### src/rtl/irq_pkg.sv
package irq_pkg;
   typedef enum logic [1:0] {
      PIN_FLAGS     = 2'd0,
      PIN_FLAGS_SOF = 2'd1,
      PIN_SOF_ONLY  = 2'd2
   } pin_mode_e;

   localparam int unsigned EP_SLOTS    = 6;
   localparam int unsigned BIT_BUSRST  = 6;
   localparam int unsigned BIT_SUSPCHG = 7;
   localparam int unsigned BIT_DMAEOT  = 0;

   function automatic pin_mode_e decode_pin_mode(input logic sof_only, input logic pin_sof);
      if (sof_only)     return PIN_SOF_ONLY;
      else if (pin_sof) return PIN_FLAGS_SOF;
      else              return PIN_FLAGS;
   endfunction
endpackage

### src/rtl/irq_sticky.sv
module irq_sticky #(
   parameter int unsigned W = 3
) (
   input  logic         clk,
   input  logic         rst_n,
   input  logic [W-1:0] set_i,
   input  logic         clr_i,
   output logic [W-1:0] q_o
);
   logic [W-1:0] q_r;

   generate
      for (genvar i = 0; i < W; i++) begin : g_bit
         always_ff @(posedge clk or negedge rst_n) begin
            if (!rst_n) q_r[i] <= 1'b0;
            else        q_r[i] <= set_i[i] | (q_r[i] & ~clr_i);
         end
      end
   endgenerate

   assign q_o = q_r;
endmodule

### src/rtl/irq_ep_flags.sv
module irq_ep_flags #(
   parameter int unsigned EP_COUNT = 6
) (
   input  logic                clk,
   input  logic                rst_n,
   input  logic [EP_COUNT-1:0] evt_i,
   input  logic [EP_COUNT-1:0] nak_err_i,
   input  logic [EP_COUNT-1:0] ie_i,
   input  logic [EP_COUNT-1:0] stat_rd_i,
   input  logic                cfg_nak_i,
   output logic [EP_COUNT-1:0] flag_o
);
   logic [EP_COUNT-1:0] qual;
   logic [EP_COUNT-1:0] flag_r;

   generate
      for (genvar i = 0; i < EP_COUNT; i++) begin : g_ep
         assign qual[i] = evt_i[i] & ie_i[i] & (cfg_nak_i | ~nak_err_i[i]);
         always_ff @(posedge clk or negedge rst_n) begin
            if (!rst_n) flag_r[i] <= 1'b0;
            else        flag_r[i] <= qual[i] | (flag_r[i] & ~stat_rd_i[i]);
         end
      end
   endgenerate

   assign flag_o = flag_r;
endmodule

### src/rtl/irq_sof_watch.sv
module irq_sof_watch #(
   parameter int unsigned MISS_LIMIT = 3
) (
   input  logic clk,
   input  logic rst_n,
   input  logic sof_i,
   input  logic tick_i,
   output logic suspended_o,
   output logic change_o
);
   localparam int unsigned CW = (MISS_LIMIT > 1) ? $clog2(MISS_LIMIT) : 1;
   localparam logic [CW-1:0] LAST = CW'(MISS_LIMIT - 1);

   logic [CW-1:0] miss_q;
   logic          susp_q;
   logic          enter_now, leave_now;

   assign enter_now = tick_i & ~sof_i & ~susp_q & (miss_q == LAST);
   assign leave_now = sof_i & susp_q;

   always_ff @(posedge clk or negedge rst_n) begin
      if (!rst_n) begin
         miss_q <= '0;
         susp_q <= 1'b0;
      end else begin
         if (sof_i)          miss_q <= '0;
         else if (enter_now) miss_q <= '0;
         else if (tick_i && !susp_q) miss_q <= miss_q + 1'b1;

         if (enter_now)      susp_q <= 1'b1;
         else if (leave_now) susp_q <= 1'b0;
      end
   end

   assign suspended_o = susp_q;
   assign change_o    = enter_now | leave_now;
endmodule

### src/rtl/irq_pin_drive.sv
module irq_pin_drive
   import irq_pkg::*;
#(
   parameter int unsigned SOF_PULSE = 4
) (
   input  logic      clk,
   input  logic      rst_n,
   input  logic      sof_i,
   input  logic      flag_any_i,
   input  pin_mode_e mode_i,
   output logic      int_n_o
);
   localparam int unsigned PW = $clog2(SOF_PULSE + 1);
   localparam logic [PW-1:0] LOAD = PW'(SOF_PULSE);

   logic [PW-1:0] pulse_q;
   logic          sof_win;
   logic          req;

   always_ff @(posedge clk or negedge rst_n) begin
      if (!rst_n)                  pulse_q <= '0;
      else if (sof_i)              pulse_q <= LOAD;
      else if (pulse_q != '0)      pulse_q <= pulse_q - 1'b1;
   end

   assign sof_win = (pulse_q != '0);

   always_comb begin
      unique case (mode_i)
         PIN_FLAGS:     req = flag_any_i;
         PIN_FLAGS_SOF: req = flag_any_i | sof_win;
         PIN_SOF_ONLY:  req = sof_win;
         default:       req = flag_any_i;
      endcase
   end

   assign int_n_o = ~req;
endmodule

### src/rtl/evt_irq_hub.sv
module evt_irq_hub
   import irq_pkg::*;
#(
   parameter int unsigned EP_COUNT   = 6,
   parameter int unsigned GATE_A     = 4,
   parameter int unsigned GATE_B     = 5,
   parameter int unsigned MISS_LIMIT = 3,
   parameter int unsigned SOF_PULSE  = 4
) (
   input  logic                clk,
   input  logic                rst_n,
   input  logic [EP_COUNT-1:0] ep_evt_i,
   input  logic [EP_COUNT-1:0] ep_nak_err_i,
   input  logic [EP_COUNT-1:0] ep_stat_rd_i,
   input  logic                busrst_i,
   input  logic                dma_eot_i,
   input  logic                sof_i,
   input  logic                ms_tick_i,
   input  logic                reg_rd_i,
   input  logic                cfg_nak_irq_i,
   input  logic                cfg_sof_only_i,
   input  logic                cfg_pin_sof_i,
   input  logic                cfg_ie_a_i,
   input  logic                cfg_ie_b_i,
   output logic [7:0]          irq_lo_o,
   output logic [7:0]          irq_hi_o,
   output logic                suspended_o,
   output logic                int_n_o
);
   generate
      if (EP_COUNT < 1 || EP_COUNT > EP_SLOTS) begin : g_bad_count
         $error("EP_COUNT must lie in 1..6");
      end
      if (MISS_LIMIT < 1) begin : g_bad_miss
         $error("MISS_LIMIT must be at least 1");
      end
      if (SOF_PULSE < 1) begin : g_bad_pulse
         $error("SOF_PULSE must be at least 1");
      end
   endgenerate

   logic [EP_COUNT-1:0] ep_ie;
   logic [EP_COUNT-1:0] ep_flag;
   logic [EP_SLOTS-1:0] ep_slot;
   logic                susp_change;
   logic [2:0]          dev_set, dev_flag;
   logic                flag_any;

   generate
      for (genvar i = 0; i < EP_COUNT; i++) begin : g_ie
         if (i == GATE_A)      begin : g_a
            assign ep_ie[i] = cfg_ie_a_i;
         end else if (i == GATE_B) begin : g_b
            assign ep_ie[i] = cfg_ie_b_i;
         end else begin : g_on
            assign ep_ie[i] = 1'b1;
         end
      end
      for (genvar i = 0; i < EP_SLOTS; i++) begin : g_slot
         if (i < EP_COUNT) begin : g_used
            assign ep_slot[i] = ep_flag[i];
         end else begin : g_pad
            assign ep_slot[i] = 1'b0;
         end
      end
   endgenerate

   irq_ep_flags #(.EP_COUNT(EP_COUNT)) u_ep (
      .clk       (clk),
      .rst_n     (rst_n),
      .evt_i     (ep_evt_i),
      .nak_err_i (ep_nak_err_i),
      .ie_i      (ep_ie),
      .stat_rd_i (ep_stat_rd_i),
      .cfg_nak_i (cfg_nak_irq_i),
      .flag_o    (ep_flag)
   );

   irq_sof_watch #(.MISS_LIMIT(MISS_LIMIT)) u_watch (
      .clk         (clk),
      .rst_n       (rst_n),
      .sof_i       (sof_i),
      .tick_i      (ms_tick_i),
      .suspended_o (suspended_o),
      .change_o    (susp_change)
   );

   assign dev_set = {dma_eot_i, susp_change, busrst_i};

   irq_sticky #(.W(3)) u_dev (
      .clk   (clk),
      .rst_n (rst_n),
      .set_i (dev_set),
      .clr_i (reg_rd_i),
      .q_o   (dev_flag)
   );

   always_comb begin
      irq_lo_o              = '0;
      irq_lo_o[EP_SLOTS-1:0] = ep_slot;
      irq_lo_o[BIT_BUSRST]  = dev_flag[0];
      irq_lo_o[BIT_SUSPCHG] = dev_flag[1];
      irq_hi_o              = '0;
      irq_hi_o[BIT_DMAEOT]  = dev_flag[2];
   end

   assign flag_any = (|ep_slot) | (|dev_flag);

   irq_pin_drive #(.SOF_PULSE(SOF_PULSE)) u_pin (
      .clk        (clk),
      .rst_n      (rst_n),
      .sof_i      (sof_i),
      .flag_any_i (flag_any),
      .mode_i     (decode_pin_mode(cfg_sof_only_i, cfg_pin_sof_i)),
      .int_n_o    (int_n_o)
   );
endmodule

### config.mk
export PLATFORM = sky130hd
export DESIGN_NAME = evt_irq_hub
export DESIGN_NICKNAME = d
export VERILOG_FILES = /design/src/rtl/irq_pkg.sv /design/src/rtl/irq_sticky.sv /design/src/rtl/irq_ep_flags.sv /design/src/rtl/irq_sof_watch.sv /design/src/rtl/irq_pin_drive.sv /design/src/rtl/evt_irq_hub.sv
export SDC_FILE = /design/constraint.sdc
export NUM_CORES = 1
export LEC_CHECK = 0
export ABC_AREA = 1
export ABC_CLOCK_PERIOD_IN_PS = 1200
export BUFFER_PORTS_ARGS = -buffer_cell sky130_fd_sc_hd__buf_2
export CAP_MARGIN = 20
export CORE_UTILIZATION = 41
export CTS_CLUSTER_DIAMETER = 60
export DETAILED_ROUTE_END_ITERATION = 8
export GPL_ROUTABILITY_DRIVEN = 0
export GPL_TIMING_DRIVEN = 0
export PLACE_DENSITY = 0.75
export SKIP_CTS_REPAIR_TIMING = 1
export SLEW_MARGIN = 20
export SYNTH_ARGS = -nofsm -noshare
export SYNTH_HDL_FRONTEND = slang
export SYNTH_SLANG_ARGS = --single-unit
### constraint.sdc
create_clock -name clk -period 1.2 [get_ports clk]
set_input_delay 0.06 -clock clk [delete_from_list [all_inputs] [get_ports clk]]
set_output_delay 0.06 -clock clk [all_outputs]
set_load 0.03 [all_outputs]
==> results of run 1 <==
logic make-up after synthesis:
group | after synthesis
adders and majority gates | 2
buffers and inverters | 31
other | 1
xor gates and xnor gates | 1
and+or+nand+nor | 21
DFF | 15
AOI/OAI and AO/OA | 23
layout make-up:
| type | instances | area (um2) | area share [%] |
|---|---|---|---|
| Buffer | 7 | 52.6 | 4.33 |
| Timing Repair Buffer | 52 | 322 | 26.5 |
| Sequential cell | 15 | 375 | 30.9 |
| Clock inverter | 1 | 7.51 | 0.618 |
| Multi-Input combinational cell | 54 | 314 | 25.8 |
| Clock buffer | 3 | 22.5 | 1.85 |
| Inverter | 24 | 90.1 | 7.42 |
| Tap cell | 25 | 31.3 | 2.57 |
layer usage:
layer | GRT usage, % | vias up
met5 | 0 | -
met4 | 7.06 | 0
met3 | 3.57 | 4
met2 | 31.5 | 38
met1 | 19.1 | 362
li1 | - | 401
synthesized netlist by cell type:
cell type  instances
nor3_4             1
xnor2_1            1
o21ai_1            1
o211ai_1           2
buf_4              7
o21bai_1           2
o21ai_0           14
inv_2              2
a21oi_1            4
ha_1               2
inv_1             22
nand2_2            1
conb_1             1
dfrtp_1           15
nand3_1            2
nor2_4             1
nor2_1             6
nand3_2            1
nand2_1            9
through the flow:
step | instances | worst slack (ps) | util, % | total power, W
finish | 181 | -199 | 68.9 | 0.00154
detailed placement | 165 | 9.82 | 59.4 | 0.00111
global route | 181 | -278 | 68.9 | 0.00164
CTS | 169 | -322 | 61.1 | 0.00141
floorplan | 100 | 16.4 | - | 0.000968
global placement | 165 | 43.4 | 59.4 | 0.00108
power groups by stage:
stage | Clock (W) | Combinational [W] | Sequential [W]
6_report | 0.000314 | 0.000594 | 0.000628
5_1_grt | 0.000345 | 0.000655 | 0.000636
4_1_cts | 0.000310 | 0.000480 | 0.000624
3_5_place_dp | 0 | 0.000477 | 0.000633
3_3_place_gp | 0 | 0.000453 | 0.000630
2_1_floorplan | 0 | 0.000288 | 0.000681
how the worst max path moves through the flow:
stage	to	cells after the start	from	slack (ps)
floorplan	int_n_o	5	u_ep.flag_o[4]	20
global placement	int_n_o	7	u_pin.pulse_q[0]	40
detailed placement	int_n_o	7	u_pin.pulse_q[0]	10
CTS	int_n_o	7	u_pin.pulse_q[0]	-320
global route	int_n_o	7	u_pin.pulse_q[0]	-280
finish	int_n_o	7	u_pin.pulse_q[0]	-200
flip-flops by register name, summed over array words and instances (netlist names):
register and count:
u_ep.flag_o 6, u_dev.q_o 3, u_pin.pulse_q 3, u_watch.miss_q 2
u_watch.suspended_o 1
placed cells by master, fill, tap and decap left out:
| master | Yosys | final |
|---|---|---|
| a21oi_1 | 4 | 3 |
| ha_1 | 2 | 1 |
| o21ai_0 | 14 | 14 |
| o21bai_1 | 2 | 2 |
| nand3_2 | 1 | 1 |
| buf_2 | 0 | 39 |
| o211ai_1 | 2 | 2 |
| nand3_1 | 2 | 2 |
| o21ai_1 | 1 | 1 |
| xnor2_1 | 1 | 1 |
| nor3_4 | 1 | 1 |
| nand2_1 | 9 | 9 |
| clkinvlp_4 | 0 | 1 |
| conb_1 | 1 | 7 |
| ha_4 | 0 | 1 |
| a21oi_2 | 0 | 1 |
| buf_4 | 7 | 9 |
| buf_6 | 0 | 1 |
| inv_1 | 22 | 19 |
| dfrtp_1 | 15 | 15 |
| clkbuf_4 | 0 | 3 |
| nor2_1 | 6 | 5 |
| nor2_4 | 1 | 1 |
| inv_2 | 2 | 5 |
| nand2_2 | 1 | 1 |
| dlygate4sd3_1 | 0 | 10 |
| nor2_2 | 0 | 1 |
critical path, cell delays in order (launching register included):
cell	delay (ps)
dfrtp_1	420
inv_2	80
ha_4	120
inv_2	40
nor2_4	100
nor2_2	40
a21oi_2	110
buf_6	140
==> results by group, run 1 <==
Run status
  • Status: complete, but fails checks
  • Failing checks: negative setup slack

Critical path
  • Worst path arrival time: approximately 1300 ps
  • Reg2reg end: u_pin.pulse_q[0]
  • CP startpoint kind: flop
  • Worst Setup End Kind: output pin
  • Crit Reg-Reg Startpoint: u_pin.pulse_q[0]
  • Cells on worst reg2reg path: 8
  • Critical path peak fanout: 3
  • Worst reg2reg setup slack: 0 ps
  • WP data required: between 1000 and 1500 ps
  • Critical path type: reg2out

Drt
  • Number of routed nets with antenna violations: 0
  • WL/cell: around 11 um
  • Routed vias/inst: about 4.4
  • Final WL: roughly 2000 um
  • First-pass DRT Iterations: 4
  • Met2 Routed Length: around 1100 um
  • DRC: 0
  • WL met1: approximately 760 um
  • Vias: 805
  • First-iteration detailed-routing DRC count: 7
  • Top sig layer: met4
  • Met3 WL: between 100 and 150 um

Global route
  • GRT Overall Usage: 17.3%
  • Global-route wire length before repair: ~2500 um
  • Pin count of the biggest net entering global routing: 16
  • Vias in the first global route: between 600 and 700
  • Remaining global-route overflow: 0
  • Initial antenna violation count: 0

Finish
  • Fillers: 160
  • Layout cell share with drive strength beyond 1: 41.7%
  • Final Cell Area: around 0.0012 mm2
  • Ant. Diodes: 0
  • Nets: 189
  • Area delta synth->final: 53.6%

Floorplan
  • Die Span X: between 40 and 50 um
  • Core ar.: 0.00176 mm2
  • I/O pin count: 48
  • Num rows: 15
  • Die extent in y: 45.9 um
  • Die area: around 0.0021 mm2
  • Initial Utilization: ~45%

STA
  • TNS Setup: -199 ps
  • Hold slack final: around 5.5 ps
  • Final hold viol count: 0
  • Fin. max-slew vios: 0
  • Final setup vio count: 1
  • Post-route minimum period: roughly 1400 ps
  • Peak Freq: slightly above 700 MHz
  • Crit share post-route: 117%
  • Unrepaired setup endpoints after global routing: yes
  • Clk_skew: just over 8 ps
  • Final WS setup: -199 ps

Place
  • IO Port Bufs: 40
  • DPL Wire Length: 1320 um
  • Placed inst area: about 0.0010 mm2

Synthesis
  • Synth top area share: 47.5%
  • Synth warn: 0
  • Synthesized area: roughly 800 um2
  • Post-Synth Simple-Gate Area: 13.9%
  • Post-Synth XOR/XNOR Area: around 1.1%
  • Synthesized area per cell: about 8.4 um2
  • Post-synth top area cell: dfrtp_1
  • Main combinational cell family by area after synthesis: buffers and inverters
  • Synth Area in Compound Gates: between 15 and 20%
  • Synth Area in Adders: 3.16%
  • FF+latch count, synth: 15
  • Synth top area cells: dfrtp_1, inv_1, o21ai_0, buf_4, nand2_1
  • Cells after synthesis: 94
  • Share of the yosys chip area belonging to registers: about 47%
  • Synth unique cells: 19
  • Mux cell area share after synthesis: 0%

Pwr
  • Lkg Pwr: slightly below 0.7 nW
  • Net Sw Power: around 0.00057 W
  • Comb pwr share: about two fifths
  • Pwr Density: about 1300 mW/mm2
  • Clock power frac: 20.4%
  • VDD IR max: slightly below 0.9 mV
  • Switching Fraction: between 30% and 40%
  • Int Pwr: slightly below 0.001 W
  • Flop pwr share: between 40% and 50%

Clock network
  • Bufs on Longest Clock Path: 2
  • TritonCTS Buffers: 3
  • H-tree depth: 1
  • Clk slew on worst S/H paths: around 110 ps
  • CTS sink cnt: 15
  • Latest clock arrival within the worst-skew pair: between 200 and 300 ps
  • CTS Root Cell: clkbuf_4
  • CTS tree: built

Hold path
  • Min-delay src: ep_evt_i[2]
  • Hold path endpoint: u_ep.flag_o[2]
  • Worst Hold Depth: 3
  • Worst Hold Class: in2reg

Job
  • # Max-Cap Violations: 0
(Power assumes the default switching activity.)
==> inputs of run 2 (changes only) <==
CORE_MARGIN = 1.5   (was not set)
==> results by group, run 2 (same netlist as run 1, synthesis figures left out) <==
Floorplan
  • Die extent in y: 46.9 um (+2.2%)
  • I/O pin count: 48 (unchanged)
  • Core ar.: 0.00176 mm2 (unchanged)
  • Die area: 0.00220 mm2 (+4.4%)
  • Num rows: 15 (unchanged)
  • Die Span X: 46.9 um (+2.2%)
  • Initial Utilization: 44.8% (unchanged)

Clock network
  • Latest clock arrival within the worst-skew pair: 270 ps (-20 ps)
  • TritonCTS Buffers: 3 (unchanged)
  • CTS tree: built
  • H-tree depth: 1 (unchanged)
  • CTS sink cnt: 15 (unchanged)
  • CTS Root Cell: clkbuf_4
  • Bufs on Longest Clock Path: 2 (unchanged)
  • Clk slew on worst S/H paths: 90 ps (-20 ps)

Finish
  • Area taken by multi-input logic gates: 314 um2 (unchanged)
  • Final std cells w/o fill: 181 (unchanged)
  • Ant. Diodes: 0 (unchanged)
  • Fillers: 159 (-0.63%)
  • Register Area: 375 um2 (unchanged)
  • Max FFs per register: 6 (unchanged)
  • Area delta synth->final: 53.2%
  • Layout cell share with drive strength beyond 1: 41.0% (-0.64 points)
  • Most frequent cells in the layout: buf_2, inv_1, dfrtp_1
  • Most common cell after layout, fill and taps aside: buf_2
  • Nets: 189 (unchanged)

STA
  • Final hold viol count: 0 (unchanged)
  • Unrepaired setup endpoints after global routing: yes
  • Hold slack final: 22.0 ps (+16.5 ps)
  • Final WS setup: -192 ps (+7.84 ps)
  • Peak Freq: 719 MHz (+0.56%)
  • Clk_skew: 1.18 ps (-7.02 ps)
  • Final setup vio count: 1 (unchanged)
  • Post-route minimum period: 1390 ps (-7.84 ps)
  • TNS Setup: -192 ps (+7.84 ps)
  • Crit share post-route: 116% (-0.65 points)
  • Fin. max-slew vios: 0 (unchanged)

Drt
  • WL/cell: 9.59 um (-12%)
  • First-pass DRT Iterations: 4 (unchanged)
  • Vias: 784 (-2.6%)
  • Number of routed nets with antenna violations: 0 (unchanged)
  • Final WL: 1740 um (-12%)
  • First-iteration detailed-routing DRC count: 7 (unchanged)
  • DRC: 0 (unchanged)
  • Routed vias/inst: 4.33 (-2.6%)

Critical path
  • Critical path type: reg2out
  • Critical path peak fanout: 3 (unchanged)
  • CP startpoint kind: flop
  • Worst path arrival time: 1330 ps (about the same)
  • Worst Setup End Kind: output pin
  • WP data required: 1140 ps (about the same)

Pwr
  • Lkg Pwr: 0.675 nW (+0.22%)
  • Pwr Density: 1230 mW/mm2 (-2.4%)
  • VDD IR max: 0.761 mV (-14%)

Global route
  • Initial antenna violation count: 0 (unchanged)
  • Remaining global-route overflow: 0 (unchanged)
  • Global-route wire length before repair: 2510 um (-1.1%)
  • Vias in the first global route: 626 (-7.1%)
  • Pin count of the biggest net entering global routing: 16 (unchanged)
  • GRT Overall Usage: 16.5% (-0.79 points)

Run status
  • Failing checks: negative setup slack
  • Status: complete, but fails checks

Place
  • DPL Wire Length: 1280 um (-3.1%)
  • IO Port Bufs: 40 (unchanged)
  • Placed cell count: 165 (unchanged)

Job
  • # Max-Cap Violations: 0 (unchanged)

Hold path
  • Worst Hold Class: in2reg
run 2: changes by cell type in the layout (fill, tap and decap cells not counted), sizes merged:
cell | before | now
clkbuf | 3 | 4
clkinvlp | 1 | 0
run 2: final timing paths:
path	from	to	slack (ps)	depth (start not counted)
min reg2reg	u_dev.q_o[0]	u_dev.q_o[0]	540	2
max in group asynchronous	rst_n	u_ep.flag_o[4]	750	2
min	ep_evt_i[3]	u_ep.flag_o[3]	20	3
max	u_pin.pulse_q[1]	int_n_o	-190	7
min in group asynchronous	rst_n	u_watch.miss_q[1]	210	2
max reg2reg	u_pin.pulse_q[1]	u_pin.pulse_q[0]	10	8
run 2: stage by stage:
| stage | power [W] | worst slack, ps | instance area (um2) | utilization (%) |
|---|---|---|---|---|
| finish | 0.00149 | -192 | 1210 | 68.7 |
| global placement | 0.00108 | 48.8 | 1050 | 59.4 |
| CTS | 0.00139 | -292 | 1070 | 60.9 |
| floorplan | 0.000968 | 16.4 | 817 | - |
| global route | 0.00161 | -280 | 1210 | 68.7 |
| detailed placement | 0.00110 | 21.3 | 1050 | 59.4 |
run 2: critical path: stages (launching register included):
cell and delay, ps:
dfrtp_1 380, inv_2 90, ha_4 130, inv_2 40
nor2_4 120, nor2_2 40, a21oi_2 110, buf_6 140
run 2: per-layer routing:
metal  global-route usage (%)  part of all wire [%]
met1                     23.7                    43
met2                     24.4                    50
met3                     3.46                   6.6
met4                     6.67                  0.52
met5                        0                     0
run 2: layout make-up:
cell class,count,share of cell area (%)
flip-flops and latches,15,31.0
repair buffers,52,26.5
multi-input cells,54,25.9
inverters,24,7.44
plain buffers,7,4.34
well taps,25,2.58
clock buffers,4,2.17
run 2: power breakdown:
part	internal, W	total (W)	switching, W
registers	0.000575	0.000624	0.0000492
clock network	0.000129	0.000285	0.000156
logic	0.000266	0.000585	0.000319
total	0.000970	0.00149	0.000525
==> inputs of run 3 (changes only) <==
ABC_CLOCK_PERIOD_IN_PS = 1300   (was 1200)
CORE_UTILIZATION = 40   (was 41)
PLACE_DENSITY = 0.7   (was 0.75)
SYNTH_HIERARCHICAL = 1   (was not set)
clock period = 1.3 ns   (was 1.2 ns; I/O delays follow)
==> results by group, run 3 <==
Drt
  • Number of routed nets with antenna violations: 0 (unchanged)
  • First-pass DRT Iterations: 2 (-2)
  • Routed vias/inst: 4.10 (-5.3%)
  • First-iteration detailed-routing DRC count: 6 (-1)
  • Final WL: 1840 um (+5.8%)
  • DRC: 0 (unchanged)
  • Vias: 923 (+18%)
  • WL/cell: 8.16 um (-15%)

Finish
  • Ant. Diodes: 0 (unchanged)
  • Most frequent cells in the layout: nand2_1, buf_2, inv_1
  • Post-route core utilization: 59.2% (-9.5 points)
  • Area delta synth->final: 40.6%
  • Max FFs per register: 6 (unchanged)
  • Layout cell share with drive strength beyond 1: 33.5% (-7.5 points)
  • Most common cell after layout, fill and taps aside: nand2_1
  • Nets: 232 (+23%)

Clock network
  • Latest clock arrival within the worst-skew pair: 280 ps (about the same)
  • CTS sink cnt: 15 (unchanged)
  • Clk slew on worst S/H paths: 90 ps (about the same)
  • Bufs on Longest Clock Path: 2 (unchanged)
  • TritonCTS Buffers: 3 (unchanged)
  • CTS Root Cell: clkbuf_4
  • H-tree depth: 1 (unchanged)
  • CTS tree: built

Place
  • DPL Wire Length: 1470 um (+15%)
  • IO Port Bufs: 40 (unchanged)

Synthesis
  • FF+latch count, synth: 15 (unchanged)
  • Cells after synthesis: 136 (+45%)
  • Synthesized area: 922 um2 (+17%)
  • Top-count cell post-synth: nand2_1
  • Main combinational cell family by area after synthesis: simple AND/OR/NAND/NOR gates
  • Main synth FF type: dfrtp_1
  • EDFF count, synth: 0 (unchanged)
  • Ys async rst share: 100% (unchanged)
  • Share of the yosys chip area belonging to registers: 40.7% (-6.8 points)
  • Post-Synth Simple-Gate Area: 32.6% (+19 points)
  • Most frequent cells after synthesis: nand2_1, inv_1, dfrtp_1
  • Mux cell area share after synthesis: 0% (unchanged)
  • Synth Area in Compound Gates: 1.36% (-14 points)
  • Synth unique cells: 16 (-3)
  • Synth top area share: 40.7% (-6.8 points)
  • Synthesized area per cell: 6.78 um2 (-19%)
  • Post-Synth XOR/XNOR Area: 0% (-1.1 points)
  • Synth warn: 6 (+6)
  • Post-synth top area cell: dfrtp_1
  • Synth Area in Adders: 5.43% (+2.3 points)
  • Synth top area cells: dfrtp_1, nand2_1, inv_1, buf_4, ha_1

Global route
  • Initial antenna violation count: 0 (unchanged)
  • Global-route wire length before repair: 2860 um (+14%)
  • GRT Overall Usage: 14.9% (-1.6 points)
  • Pin count of the biggest net entering global routing: 16 (unchanged)
  • Remaining global-route overflow: 0 (unchanged)
  • Vias in the first global route: 767 (+23%)

Pwr
  • Lkg Pwr: 0.859 nW (+27%)
  • Pwr Density: 1020 mW/mm2 (-18%)
  • VDD IR max: 0.726 mV (-4.6%)

Critical path
  • Critical path peak fanout: 2 (-1)
  • Worst Setup End Kind: output pin
  • Crit Reg-Reg Startpoint: u_pin/pulse_q[0]
  • Reg2reg end: u_pin/pulse_q[0]
  • WP data required: 1240 ps (+100 ps)
  • Worst reg2reg setup slack: 250 ps (+240 ps)
  • Worst path arrival time: 1360 ps (+30 ps)
  • Cells on worst reg2reg path: 6 (-2)
  • CP startpoint kind: flop
  • Critical path type: reg2out

Floorplan
  • Core ar.: 0.00219 mm2 (+24%)
  • Die area: 0.00260 mm2 (+18%)
  • Num rows: 17 (+2)
  • Die extent in y: 51.0 um (+8.7%)
  • Die Span X: 51.0 um (+8.7%)
  • Initial Utilization: 42.1% (-2.7 points)
  • I/O pin count: 48 (unchanged)

STA
  • Clk_skew: 7.69 ps (+6.51 ps)
  • Post-route minimum period: between 1000 and 1500 ps
  • Hold slack final: -1.31 ps (-23.3 ps)
  • Unrepaired setup endpoints after global routing: yes
  • Final setup vio count: 1 (unchanged)
  • TNS Setup: -123 ps (+69.0 ps)
  • Final hold viol count: 1 (+1)
  • Fin. max-slew vios: 0 (unchanged)
  • Peak Freq: between 700 and 800 MHz
  • Final WS setup: -123 ps (+69.0 ps)
  • Crit share post-route: 109%

Run status
  • Status: complete, but fails checks
  • Failing checks: negative hold slack, negative setup slack

Job
  • # Max-Cap Violations: 0 (unchanged)

Hold path
  • Worst Hold Depth: 4 (+1)
  • Hold path endpoint: u_ep/flag_o[0]
  • Min-delay src: ep_stat_rd_i[0]
  • Worst Hold Class: in2reg
## run 3: cell types whose count changed after synthesis, moves of 2 or more
cell      previous run  this run
o21bai_1             2         0
nand3_1              2         7
inv_2                2         4
a21oi_1              4         0
ha_1                 2         4
o21ai_0             14         1
nor2_2               0         3
inv_1               22        29
nand2_1              9        52
## run 3: logic make-up after synthesis
family          after synthesis
other cells                   2
fa+ha+maj                     4
buf+inv                      40
flops                        15
simple gates                 73
compound gates                2
## run 3: per-stage QoR
step	hold slack (ps)	instances	total power (W)	setup slack [ps]	instance area (um2)
CTS	-327	217	0.00129	-228	1220
global route	4.54	225	0.00143	-227	1300
floorplan	-231	145	0.000890	46.0	956
global placement	-14.0	213	0.000999	113	1190
finish	-1.31	225	0.00132	-123	1300
detailed placement	-15.1	213	0.00102	96.4	1190
## run 3: metal layers
metal / up-vias / GRT usage, % / routed length (um)
li1: 493 / - / -
met1: 389 / 16.3 / 737
met2: 36 / 26.2 / 927
met3: 5 / 3.51 / 136
met4: 0 / 8.11 / 34
met5: - / 0 / 0
## run 3: worst max path at each step
stage	start	to	slack, ps
after floorplan	u_ep/flag_o[1]	int_n_o	50
after global placement	u_ep/flag_o[1]	int_n_o	110
after detailed placement	cfg_sof_only_i	int_n_o	100
after CTS	u_ep/flag_o[1]	int_n_o	-230
after global routing	u_ep/flag_o[1]	int_n_o	-230
final	u_ep/flag_o[1]	int_n_o	-120
## run 3: area by class of cell
cell class	count	area, um2
multi-input combinational	90	409
tap	28	35.0
inverter	33	124
buffer	7	52.6
clock buffer	4	26.3
timing repair buffer	48	274
sequential	15	375
fill	213	895
## run 3: report_power, final
group	total, W	internal (W)	switching [W]
Combinational	0.000480	0.000201	0.000279
Sequential	0.000578	0.000532	0.0000466
Clock	0.000260	0.000119	0.000140
## run 3: worst max-delay path, cell delays in order, from the launching register on
cell and delay [ps]:
dfrtp_1 390, or2_1 220, nor2_1 90, nand2_1 70, o21ai_1 70, nand2_1 60
inv_1 60, buf_6 120
